## config.mk

```make
export PLATFORM = sky130hd
export DESIGN_NAME = trig_capture
export DESIGN_NICKNAME = d
export VERILOG_FILES = /design/src/rtl/tcap_pkg.sv /design/src/rtl/tcap_timer.sv /design/src/rtl/tcap_source.sv /design/src/rtl/tcap_ctrl.sv /design/src/rtl/tcap_regs.sv /design/src/rtl/trig_capture.sv
export SDC_FILE = /design/constraint.sdc
export NUM_CORES = 1
export LEC_CHECK = 0
export BUFFER_PORTS_ARGS = -buffer_cell sky130_fd_sc_hd__buf_2
export CORE_MARGIN = 3
export CORE_UTILIZATION = 57
export CTS_CLUSTER_SIZE = 16
export DETAILED_ROUTE_END_ITERATION = 12
export PLACE_DENSITY = 0.8
export SLEW_MARGIN = 20
export SYNTH_ARGS = -nofsm -noshare
export SYNTH_HDL_FRONTEND = slang
export SYNTH_SLANG_ARGS = --single-unit
```

## constraint.sdc

```tcl
create_clock -name clk -period 2.8 [get_ports clk]
set_input_delay 0.14 -clock clk [delete_from_list [all_inputs] [get_ports clk]]
set_output_delay 0.14 -clock clk [all_outputs]
set_load 0.02 [all_outputs]
```

## src/rtl/tcap_pkg.sv

```systemverilog
package tcap_pkg;
  localparam int REG_W = 32;

  typedef enum logic [2:0] {
    ST_IDLE  = 3'd0,
    ST_ARMED = 3'd1,
    ST_CAPT  = 3'd2,
    ST_FULL  = 3'd3,
    ST_DRAIN = 3'd4
  } cap_state_t;

  localparam logic [2:0] A_CTRL = 3'd0;
  localparam logic [2:0] A_TRIG = 3'd1;
  localparam logic [2:0] A_SECS = 3'd2;
  localparam logic [2:0] A_STAT = 3'd3;
  localparam logic [2:0] A_DATA = 3'd4;
  localparam logic [2:0] A_LOSS = 3'd5;

  localparam int B_ARM  = 0;
  localparam int B_CLR  = 1;
  localparam int B_TPAT = 2;
  localparam int B_READ = 3;
endpackage

```

## src/rtl/tcap_timer.sv

```systemverilog
module tcap_timer #(
  parameter int TW = 32
) (
  input  logic          clk,
  input  logic          rst_n,
  input  logic          pps_i,
  input  logic          load_i,
  input  logic [TW-1:0] load_val_i,
  input  logic [TW-1:0] trig_i,
  output logic [TW-1:0] secs_o,
  output logic          hit_o
);
  logic [TW-1:0] secs_q, secs_d;
  logic          secs_en;

  always_comb begin
    secs_en = load_i | pps_i;
    secs_d  = load_i ? load_val_i : secs_q + TW'(1);
  end

  always_ff @(posedge clk or negedge rst_n) begin
    if (!rst_n)       secs_q <= '0;
    else if (secs_en) secs_q <= secs_d;
  end

  assign secs_o = secs_q;
  assign hit_o  = (secs_q == trig_i);

  p_secs_hold_r2: assert property (@(posedge clk) disable iff (!rst_n)
    (!pps_i && !load_i) |=> $stable(secs_o));
endmodule

```

## src/rtl/tcap_source.sv

```systemverilog
module tcap_source #(
  parameter int SW = 12
) (
  input  logic            clk,
  input  logic            rst_n,
  input  logic            run_i,
  input  logic            tpat_i,
  input  logic [SW-1:0]   adc_x_i,
  input  logic [SW-1:0]   adc_y_i,
  output logic [2*SW-1:0] word_o
);
  localparam logic [SW-1:0] HALF = SW'(1) << (SW-1);

  logic [2*SW-1:0] smp_q;
  logic [SW-1:0]   pat_q, pat_d;

  always_comb begin
    pat_d = run_i ? pat_q + SW'(1) : '0;
  end

  always_ff @(posedge clk or negedge rst_n) begin
    if (!rst_n) begin
      smp_q <= '0;
      pat_q <= '0;
    end else begin
      smp_q <= {adc_y_i, adc_x_i};
      pat_q <= pat_d;
    end
  end

  assign word_o = tpat_i ? {pat_q + HALF, pat_q} : smp_q;

  p_pat_start_r6: assert property (@(posedge clk) disable iff (!rst_n)
    ($rose(run_i) && tpat_i) |-> (word_o[SW-1:0] == '0));
endmodule

```

## src/rtl/tcap_ctrl.sv

```systemverilog
module tcap_ctrl
  import tcap_pkg::*;
#(
  parameter int AW = 10,
  parameter int DW = 24
) (
  input  logic          clk,
  input  logic          rst_n,
  input  logic          arm_i,
  input  logic          clr_i,
  input  logic          start_i,
  input  logic          tpat_req_i,
  input  logic          hit_i,
  input  logic          pop_i,
  input  logic [DW-1:0] word_i,
  input  logic          mem_rdy_i,
  input  logic          mem_rvalid_i,
  input  logic [DW-1:0] mem_rdata_i,
  output cap_state_t    state_o,
  output logic          tpat_o,
  output logic [AW:0]   wcnt_o,
  output logic          ovf_o,
  output logic [AW:0]   loss_o,
  output logic [DW-1:0] hold_o,
  output logic          hold_vld_o,
  output logic          mem_req_o,
  output logic          mem_we_o,
  output logic [AW-1:0] mem_addr_o,
  output logic [DW-1:0] mem_wdata_o
);
  localparam int          CW    = AW + 1;
  localparam int          DEPTH = 1 << AW;
  localparam logic [CW-1:0] LAST = CW'(DEPTH - 1);
  localparam logic [CW-1:0] ALL  = CW'(DEPTH);

  cap_state_t    st_q, st_d;
  logic [CW-1:0] wcnt_q, wcnt_d, loss_q, loss_d, rptr_q, rptr_d;
  logic          ovf_q, ovf_d, tpat_q, tpat_d, pend_q, pend_d, hvld_q, hvld_d;
  logic [DW-1:0] hold_q, hold_d;
  logic          wr_go, rd_go;

  always_comb begin
    wr_go  = (st_q == ST_CAPT);
    rd_go  = (st_q == ST_DRAIN) && !hvld_q && !pend_q && (rptr_q != ALL);
    st_d   = st_q;
    wcnt_d = wcnt_q;
    loss_d = loss_q;
    rptr_d = rptr_q;
    ovf_d  = ovf_q;
    tpat_d = tpat_q;
    pend_d = pend_q;
    hvld_d = hvld_q;
    hold_d = hold_q;
    unique case (st_q)
      ST_IDLE: if (arm_i) begin
        st_d   = ST_ARMED;
        wcnt_d = '0;
        loss_d = '0;
        ovf_d  = 1'b0;
        rptr_d = '0;
        tpat_d = tpat_req_i;
      end
      ST_ARMED: if (hit_i) st_d = ST_CAPT;
      ST_CAPT: begin
        if (mem_rdy_i) begin
          wcnt_d = wcnt_q + CW'(1);
          if (wcnt_q == LAST) st_d = ST_FULL;
        end else begin
          ovf_d = 1'b1;
          if (!ovf_q) loss_d = wcnt_q;
        end
      end
      ST_FULL: if (start_i) begin
        st_d   = ST_DRAIN;
        rptr_d = '0;
      end
      ST_DRAIN: begin
        if (rd_go && mem_rdy_i) pend_d = 1'b1;
        if (pend_q && mem_rvalid_i) begin
          hold_d = mem_rdata_i;
          hvld_d = 1'b1;
          pend_d = 1'b0;
          rptr_d = rptr_q + CW'(1);
        end
        if (pop_i && hvld_q) begin
          hvld_d = 1'b0;
          if (rptr_q == ALL) st_d = ST_IDLE;
        end
      end
      default: st_d = ST_IDLE;
    endcase
    if (clr_i) begin
      st_d   = ST_IDLE;
      wcnt_d = '0;
      loss_d = '0;
      ovf_d  = 1'b0;
      rptr_d = '0;
      pend_d = 1'b0;
      hvld_d = 1'b0;
    end
  end

  always_ff @(posedge clk or negedge rst_n) begin
    if (!rst_n) begin
      st_q   <= ST_IDLE;
      wcnt_q <= '0;
      loss_q <= '0;
      rptr_q <= '0;
      ovf_q  <= 1'b0;
      tpat_q <= 1'b0;
      pend_q <= 1'b0;
      hvld_q <= 1'b0;
      hold_q <= '0;
    end else begin
      st_q   <= st_d;
      wcnt_q <= wcnt_d;
      loss_q <= loss_d;
      rptr_q <= rptr_d;
      ovf_q  <= ovf_d;
      tpat_q <= tpat_d;
      pend_q <= pend_d;
      hvld_q <= hvld_d;
      hold_q <= hold_d;
    end
  end

  assign state_o     = st_q;
  assign tpat_o      = tpat_q;
  assign wcnt_o      = wcnt_q;
  assign ovf_o       = ovf_q;
  assign loss_o      = loss_q;
  assign hold_o      = hold_q;
  assign hold_vld_o  = hvld_q;
  assign mem_req_o   = wr_go || rd_go;
  assign mem_we_o    = wr_go;
  assign mem_addr_o  = wr_go ? wcnt_q[AW-1:0] : rptr_q[AW-1:0];
  assign mem_wdata_o = word_i;

  p_req_active_r1: assert property (@(posedge clk) disable iff (!rst_n)
    mem_req_o |-> (st_q == ST_CAPT || st_q == ST_DRAIN));
  p_full_count_r4: assert property (@(posedge clk) disable iff (!rst_n)
    (st_q == ST_FULL) |-> (wcnt_q == ALL));
  p_trigger_r3: assert property (@(posedge clk) disable iff (!rst_n)
    (st_q == ST_ARMED && hit_i && !clr_i) |=> (st_q == ST_CAPT));
  p_ovf_sticky_r7: assert property (@(posedge clk) disable iff (!rst_n)
    (ovf_q && !clr_i && !(st_q == ST_IDLE && arm_i)) |=> ovf_q);
  p_refuse_arm_r10: assert property (@(posedge clk) disable iff (!rst_n)
    (st_q == ST_FULL && !clr_i && !start_i) |=> (st_q == ST_FULL));
  p_hold_drain_r8: assert property (@(posedge clk) disable iff (!rst_n)
    hvld_q |-> (st_q == ST_DRAIN));
endmodule

```

## src/rtl/tcap_regs.sv

```systemverilog
module tcap_regs
  import tcap_pkg::*;
#(
  parameter int TW = 32,
  parameter int AW = 10,
  parameter int DW = 24
) (
  input  logic             clk,
  input  logic             rst_n,
  input  logic             reg_we_i,
  input  logic             reg_re_i,
  input  logic [2:0]       reg_addr_i,
  input  logic [REG_W-1:0] reg_wdata_i,
  output logic [REG_W-1:0] reg_rdata_o,
  output logic             arm_o,
  output logic             clr_o,
  output logic             start_o,
  output logic             tpat_req_o,
  output logic             load_o,
  output logic             pop_o,
  output logic [TW-1:0]    trig_o,
  input  logic [TW-1:0]    secs_i,
  input  cap_state_t       state_i,
  input  logic [AW:0]      wcnt_i,
  input  logic             ovf_i,
  input  logic [AW:0]      loss_i,
  input  logic [DW-1:0]    hold_i,
  input  logic             hold_vld_i
);
  logic             ctrl_wr;
  logic             trig_en;
  logic [TW-1:0]    trig_q;
  logic [REG_W-1:0] rd_d, rd_q;

  always_comb begin
    ctrl_wr    = reg_we_i && (reg_addr_i == A_CTRL);
    arm_o      = ctrl_wr && reg_wdata_i[B_ARM];
    clr_o      = ctrl_wr && reg_wdata_i[B_CLR];
    tpat_req_o = reg_wdata_i[B_TPAT];
    start_o    = ctrl_wr && reg_wdata_i[B_READ];
    load_o     = reg_we_i && (reg_addr_i == A_SECS);
    trig_en    = reg_we_i && (reg_addr_i == A_TRIG);
    pop_o      = reg_re_i && (reg_addr_i == A_DATA);
  end

  always_comb begin
    rd_d = '0;
    unique case (reg_addr_i)
      A_TRIG: rd_d[TW-1:0] = trig_q;
      A_SECS: rd_d[TW-1:0] = secs_i;
      A_STAT: begin
        rd_d[2:0]       = state_i;
        rd_d[3]         = ovf_i;
        rd_d[16 +: AW+1] = wcnt_i;
      end
      A_DATA: begin
        rd_d[DW-1:0]  = hold_i;
        rd_d[REG_W-1] = hold_vld_i;
      end
      A_LOSS: rd_d[AW:0] = loss_i;
      default: rd_d = '0;
    endcase
  end

  always_ff @(posedge clk or negedge rst_n) begin
    if (!rst_n) begin
      trig_q <= '0;
      rd_q   <= '0;
    end else begin
      if (trig_en)  trig_q <= reg_wdata_i[TW-1:0];
      if (reg_re_i) rd_q   <= rd_d;
    end
  end

  assign trig_o      = trig_q;
  assign reg_rdata_o = rd_q;

  p_rdata_hold_r11: assert property (@(posedge clk) disable iff (!rst_n)
    !reg_re_i |=> $stable(reg_rdata_o));
endmodule

```

## src/rtl/trig_capture.sv

```systemverilog
module trig_capture
  import tcap_pkg::*;
#(
  parameter int AW = 10,
  parameter int SW = 12,
  parameter int TW = 32
) (
  input  logic            clk,
  input  logic            rst_n,
  input  logic            pps_i,
  input  logic [SW-1:0]   adc_x_i,
  input  logic [SW-1:0]   adc_y_i,
  input  logic            reg_we_i,
  input  logic            reg_re_i,
  input  logic [2:0]      reg_addr_i,
  input  logic [31:0]     reg_wdata_i,
  output logic [31:0]     reg_rdata_o,
  output logic            mem_req_o,
  output logic            mem_we_o,
  output logic [AW-1:0]   mem_addr_o,
  output logic [2*SW-1:0] mem_wdata_o,
  input  logic            mem_rdy_i,
  input  logic            mem_rvalid_i,
  input  logic [2*SW-1:0] mem_rdata_i
);
  localparam int DW = 2 * SW;

  logic          arm, clr, start, tpat_req, load, pop, hit, tpat, ovf, hvld;
  logic [TW-1:0] trig, secs;
  logic [AW:0]   wcnt, loss;
  logic [DW-1:0] word, hold;
  cap_state_t    state;

  tcap_timer #(.TW(TW)) u_timer (
    .clk(clk), .rst_n(rst_n), .pps_i(pps_i), .load_i(load),
    .load_val_i(reg_wdata_i[TW-1:0]), .trig_i(trig), .secs_o(secs), .hit_o(hit)
  );

  tcap_source #(.SW(SW)) u_source (
    .clk(clk), .rst_n(rst_n), .run_i(state == ST_CAPT), .tpat_i(tpat),
    .adc_x_i(adc_x_i), .adc_y_i(adc_y_i), .word_o(word)
  );

  tcap_ctrl #(.AW(AW), .DW(DW)) u_ctrl (
    .clk(clk), .rst_n(rst_n), .arm_i(arm), .clr_i(clr), .start_i(start),
    .tpat_req_i(tpat_req), .hit_i(hit), .pop_i(pop), .word_i(word),
    .mem_rdy_i(mem_rdy_i), .mem_rvalid_i(mem_rvalid_i), .mem_rdata_i(mem_rdata_i),
    .state_o(state), .tpat_o(tpat), .wcnt_o(wcnt), .ovf_o(ovf), .loss_o(loss),
    .hold_o(hold), .hold_vld_o(hvld), .mem_req_o(mem_req_o), .mem_we_o(mem_we_o),
    .mem_addr_o(mem_addr_o), .mem_wdata_o(mem_wdata_o)
  );

  tcap_regs #(.TW(TW), .AW(AW), .DW(DW)) u_regs (
    .clk(clk), .rst_n(rst_n), .reg_we_i(reg_we_i), .reg_re_i(reg_re_i),
    .reg_addr_i(reg_addr_i), .reg_wdata_i(reg_wdata_i), .reg_rdata_o(reg_rdata_o),
    .arm_o(arm), .clr_o(clr), .start_o(start), .tpat_req_o(tpat_req),
    .load_o(load), .pop_o(pop), .trig_o(trig), .secs_i(secs), .state_i(state),
    .wcnt_i(wcnt), .ovf_i(ovf), .loss_i(loss), .hold_i(hold), .hold_vld_i(hvld)
  );
endmodule

```

After elaboration in Yosys (flattened, before gate mapping)

Cells that the tools add are included.

Add/subtract/negate cells: 5
Equal/unequal tests: 23
Muxes and demuxes: 44
Bitwise operators: 1
Reductions and logical operators: 32

Operator list:

| operator                 | count |
|---|---|
| $mux W11                 | 9 |
| $pmux W11 S2             | 2 |
| $pmux W11 S3             | 1 |
| $add A32 B1 Y32 const B  | 1 |
| $eq A32 B32 Y1           | 1 |
| $mux W32                 | 1 |
| $pmux W8 S4              | 1 |
| $ne A3 B3 Y1 const B     | 10 |
| $pmux W7 S4              | 1 |
| $mux W24                 | 1 |
| $mux W3                  | 8 |
| $add A11 B1 Y11 const B  | 2 |
| $pmux W4 S5              | 1 |
| $pmux W3 S5              | 1 |
| $pmux W5 S3              | 1 |
| $logic_and A1 B1 Y1      | 13 |
| $add A12 B1 Y12 const B  | 1 |
| $add A12 B12 Y12 const B | 1 |
| $eq A3 B2 Y1 const B     | 4 |
| $mux W12                 | 1 |
| $eq A11 B10 Y1 const B   | 1 |
| $eq A11 B11 Y1 const B   | 1 |
| $mux W1                  | 11 |
| $ne A11 B11 Y1 const B   | 1 |
| 18 further kinds         | 30 |

Register bits after elaboration: 196
Bits of input ports: 90
Output and inout bits: 68
Logic and storage cells: 119

Logic depth before layout (Yosys ltp)

Depth after elaboration: 9
Depth in mapped cells: 8
Gate-level depth less buffers: 7

By module

A second synthesis with hierarchy kept.

Cells, all modules: 1,008
Area, all modules: 10,443.8 um^2

Modules (own cells, without submodules):

| module       | instances | cells an instance | area each (um^2) | sequential area each (um^2) |
|---|---|---|---|---|
| tcap_regs    | 1         | 283               | 3,453.3          | 1,601.5 |
| tcap_ctrl    | 1         | 313               | 3,274.4          | 1,601.5 |
| tcap_timer   | 1         | 267               | 2,255.9          | 800.8 |
| tcap_source  | 1         | 144               | 1,447.6          | 900.9 |
| trig_capture | 1         | 1                 | 12.5             | 0.0 |

Worst setup path after synthesis

No wires, ideal clock.

Path kind: register -> register
Start point: register u_ctrl.wcnt_q[0] (netlist: u_ctrl.wcnt_o[0])
End point: register u_ctrl.st_q[0] (netlist: u_ctrl.state_o[0])
Library setup time: 120 ps
Data arrival time: 1,916 ps
Required time: 2,680 ps
Setup slack: 764 ps
Stages on the path, launching flop included: 7
Path buffers: 0
Clock period less this slack: 2,036 ps
Cells stage by stage: dfrtp_1 -> ha_1 -> nand4_2 -> or4_4 -> a221oi_2 -> mux2i_1 -> a31o_1

Cells in the longest elaborated chain, start to end: 3

RTL lines:

| element                     | line             | RTL |
|---|---|---|
| start, declared             | tcap_ctrl.sv:37  | `logic [CW-1:0] wcnt_q, wcnt_d, loss_q, loss_d, rptr_q, rptr_d;` |
| start signal, assigned      | tcap_ctrl.sv:116 | `wcnt_q <= wcnt_d;` |
| $eq A11 B10 Y1              | tcap_ctrl.sv:67  | `if (wcnt_q == LAST) st_d = ST_FULL;` |
| $ne A3 B3 Y1 (no line)      | n/a              |  |
| $reduce_and A7 Y1 (no line) | n/a              |  |
| end signal, assigned        | tcap_ctrl.sv:115 | `st_q <= st_d;` |
| end, declared               | tcap_ctrl.sv:36  | `cap_state_t st_q, st_d;` |

Every way passes these cells.
A chain may end at the register's enable or synchronous reset.

Final worst setup path

Same ends and word-level chain as after synthesis.

==> flow_metrics.tcl <==
set metrics [dict create \
    synth.largest_area_cell "dfrtp_1" \
    arrival_ps 2720 \
    r2r_cells 6 \
    clkLatencyLatePin_ps 450 \
    startpoint_type "flip-flop" \
    relSlewSlack_pct 34.0 \
    cts_tree "built" \
    rsz0062_at_grt "no" \
    drc_errors 0 \
    routed_wl_mm 28.5 \
    drive_gt1_share_pct 23.6 \
    netlist_instances 978 \
    grt_pass1_wl_mm 45.0 \
    drtIter0Drc 737 \
    hold_path_class "in2reg" \
    io_buffers 157 \
    yosys_warnings 0 \
    path_cells "ha_1 > nand4_2 > or4_4 > a221oi_2 > mux2i_1 > a31o_1" \
    vdd_drop_max_uv 553 \
    post-route-util_pct 73.0 \
    layout_commonest_cell "dfrtp_1" \
    finClkSkew_ps 10.4 \
    clock_path_buffers 2 \
    cts.sinks 196 \
    syn_nets 1073 \
    crit_type "reg2reg" \
    grt-ovfl-total 0 \
    core-area_sq_mm 0.0168 \
    wl_per_cell_microns 20.1 \
    critPathMaxStageDelay_ps 550 \
    seq_area_frac_synth_pct 49.9 \
    cp-end-kind "flip-flop" \
    cp_slowest_cell "or4_4" \
    p_per_area_mw_per_mm2 624 \
    mostFrequentLayoutCells "dfrtp_1 (196), buf_2 (156), nand2_1 (106)" \
    setup_tns_ps 0 \
    clkSlewWorstSetupHoldPaths_ps 70 \
    antenna_found_initial 0 \
    cts_buffers 17 \
    ys_types 63 \
    via_count 8497 \
    fp.dieH_microns 137 \
    cts_resized 0 \
    cp.depth 6 \
    synth-seq-cells 196 \
    hpwlAfterDp_mm 18.5 \
    post-route-period-util_pct 83.7 \
    place.gp.congestion 0.902 \
    rows 47 \
    root_buffer "clkbuf_16" \
    path_buf_inv 0 \
    worst_slew_pin_slew_ps 990 \
    drt_pass1_iterations 5 \
    syn_area_sq_mm 0.00984 \
    grt_max_degree 86 \
    power.leakage_nw 5.51 \
    antenna_cells 0 \
    status "finished, final reports clean" \
    min_period_ps 2340 \
    nFillCells 1109 \
    max_freq_ghz 0.427 \
    crit_required_ps 3180 \
    hold_depth 2 \
    viasPerCell 5.98 \
    dpl.cell_count 1311 \
    ys.flop_type "dfrtp_1" \
    slew_violations 0 \
    ant_nets 0 \
    critical_path.top_delay_family "simple AND/OR/NAND/NOR gates" \
    synth-async-reset-ratio_pct 100 \
    nets 1284 \
    start_util_pct 58.7 \
    die_area_sq_mm 0.0189 \
    setup_viol 0 \
    drv_cap 0 \
    htreeDepth 4 \
    grt_pass1_vias 8456 \
    hold_viol 0 \
    ios 158 \
    die_w_microns 137 \
    fin_cells 1422 \
    grt_use_total_pct 31.3 \
    area_growth_pct 24.4 \
    avgSynthCellArea_sq_um 10.1 \
    synth-edff-count 0 \
    critPathMaxFanout 8 \
    synth_top_area_share_pct 49.9 \
    synth.area.top_cells "dfrtp_1 (50%), mux2_2 (5.6%), nand2_1 (4.0%)" \
]
==> kinds of logic after synthesis <==
family,Yosys count,share of synthesized area [%]
buffers and inverters,119,4.92
XOR/XNOR,74,6.59
multiplexers,77,8.66
AND/OR/NAND/NOR,277,14.3
flip-flops,196,49.9
AO/OA/AOI/OAI,230,15.1
adder cells (fa/ha/maj),5,0.636
==> layout make-up <==
type / instances / area, sq um / share of cell area [%]
timing repair buffer: 257 / 1770 / 14.4
tap: 220 / 275 / 2.25
inverter: 54 / 203 / 1.66
clock buffer: 18 / 439 / 3.59
clock inverter: 14 / 196 / 1.60
multi-input combinational: 663 / 4450 / 36.4
sequential: 196 / 4900 / 40.1
==> cells in the mapped netlist, drive strengths merged (2+ instances only) <==
master,number
a221oi,10
nand4,26
or3,4
o21ai,90
a22o,17
dfrtp,196
a21oi,28
buf,24
nor4,5
a22oi,26
o22a,8
xor2,31
o22ai,24
and4,6
inv,54
nand3,24
o31ai,8
and2,3
mux2,65
nand2,107
a31oi,3
nand2b,5
or4,2
a21boi,2
nor2b,11
and3,15
xnor2,43
nor2,54
nor3b,3
clkbuf,41
ha,5
mux2i,12
o41ai,5
nor3,9
==> metal layers <==
metal | GRT usage [%] | share of wire [%] | vias to the layer above | wire, microns
li1 | - | - | 3876 | -
met1 | 39.4 | 39 | 4130 | 11100
met2 | 54.0 | 50 | 412 | 14300
met3 | 5.55 | 7.2 | 79 | 2050
met4 | 12.1 | 3.7 | 0 | 1040
met5 | 0 | 0 | - | 0
==> stage by stage <==
step	hold slack, ps	power (mW)	setup slack (ps)	instance area (sq um)
final	20.5	7.64	456	12200
after global routing	24.3	7.94	352	12200
after CTS	7.76	7.60	520	12200
after detailed placement	235	4.89	549	10800
after global placement	232	4.84	599	10800
after floorplan	-156	4.36	764	9840
==> report_power, final <==
group	leakage, nW	switching (mW)	internal, mW
Clock	0.313	1.18	1.46
Combinational	2.65	0.757	0.674
Sequential	2.55	0.452	3.11
==> registers in the layout, summed over array words and instances, names as in the netlist, 3 cells and up <==
| register | flops |
|---|---|
| u_regs.reg_rdata_o | 32 |
| u_regs.trig_o | 32 |
| u_timer.secs_o | 32 |
| u_ctrl.hold_o | 24 |
| u_source.smp_q | 24 |
| u_source.pat_q | 12 |
| u_ctrl.loss_o | 11 |
| u_ctrl.rptr_q | 11 |
| u_ctrl.wcnt_o | 11 |
| u_ctrl.state_o | 3 |
==> path summary, 6_finish.rpt <==
| kind | slack, ps | endpoint | from |
|---|---|---|---|
| max | 460 | u_ctrl.state_o[0] | u_ctrl.wcnt_o[0] |
| min reg2reg | 490 | u_ctrl.rptr_q[10] | u_ctrl.rptr_q[10] |
| min | 20 | u_regs.trig_o[0] | reg_wdata_i[0] |
| max in group asynchronous | 1690 | u_timer.secs_o[29] | rst_n |
| min in group asynchronous | 310 | u_source.pat_q[11] | rst_n |
| max reg2reg | 460 | u_ctrl.state_o[0] | u_ctrl.wcnt_o[0] |
==> what timing repair did <==
item,CTS,global route
buffers inserted,0,0
endpoints found under the hold margin,191,0
hold buffers,79,0
No activity file was read; power rests on OpenSTA's default activity.
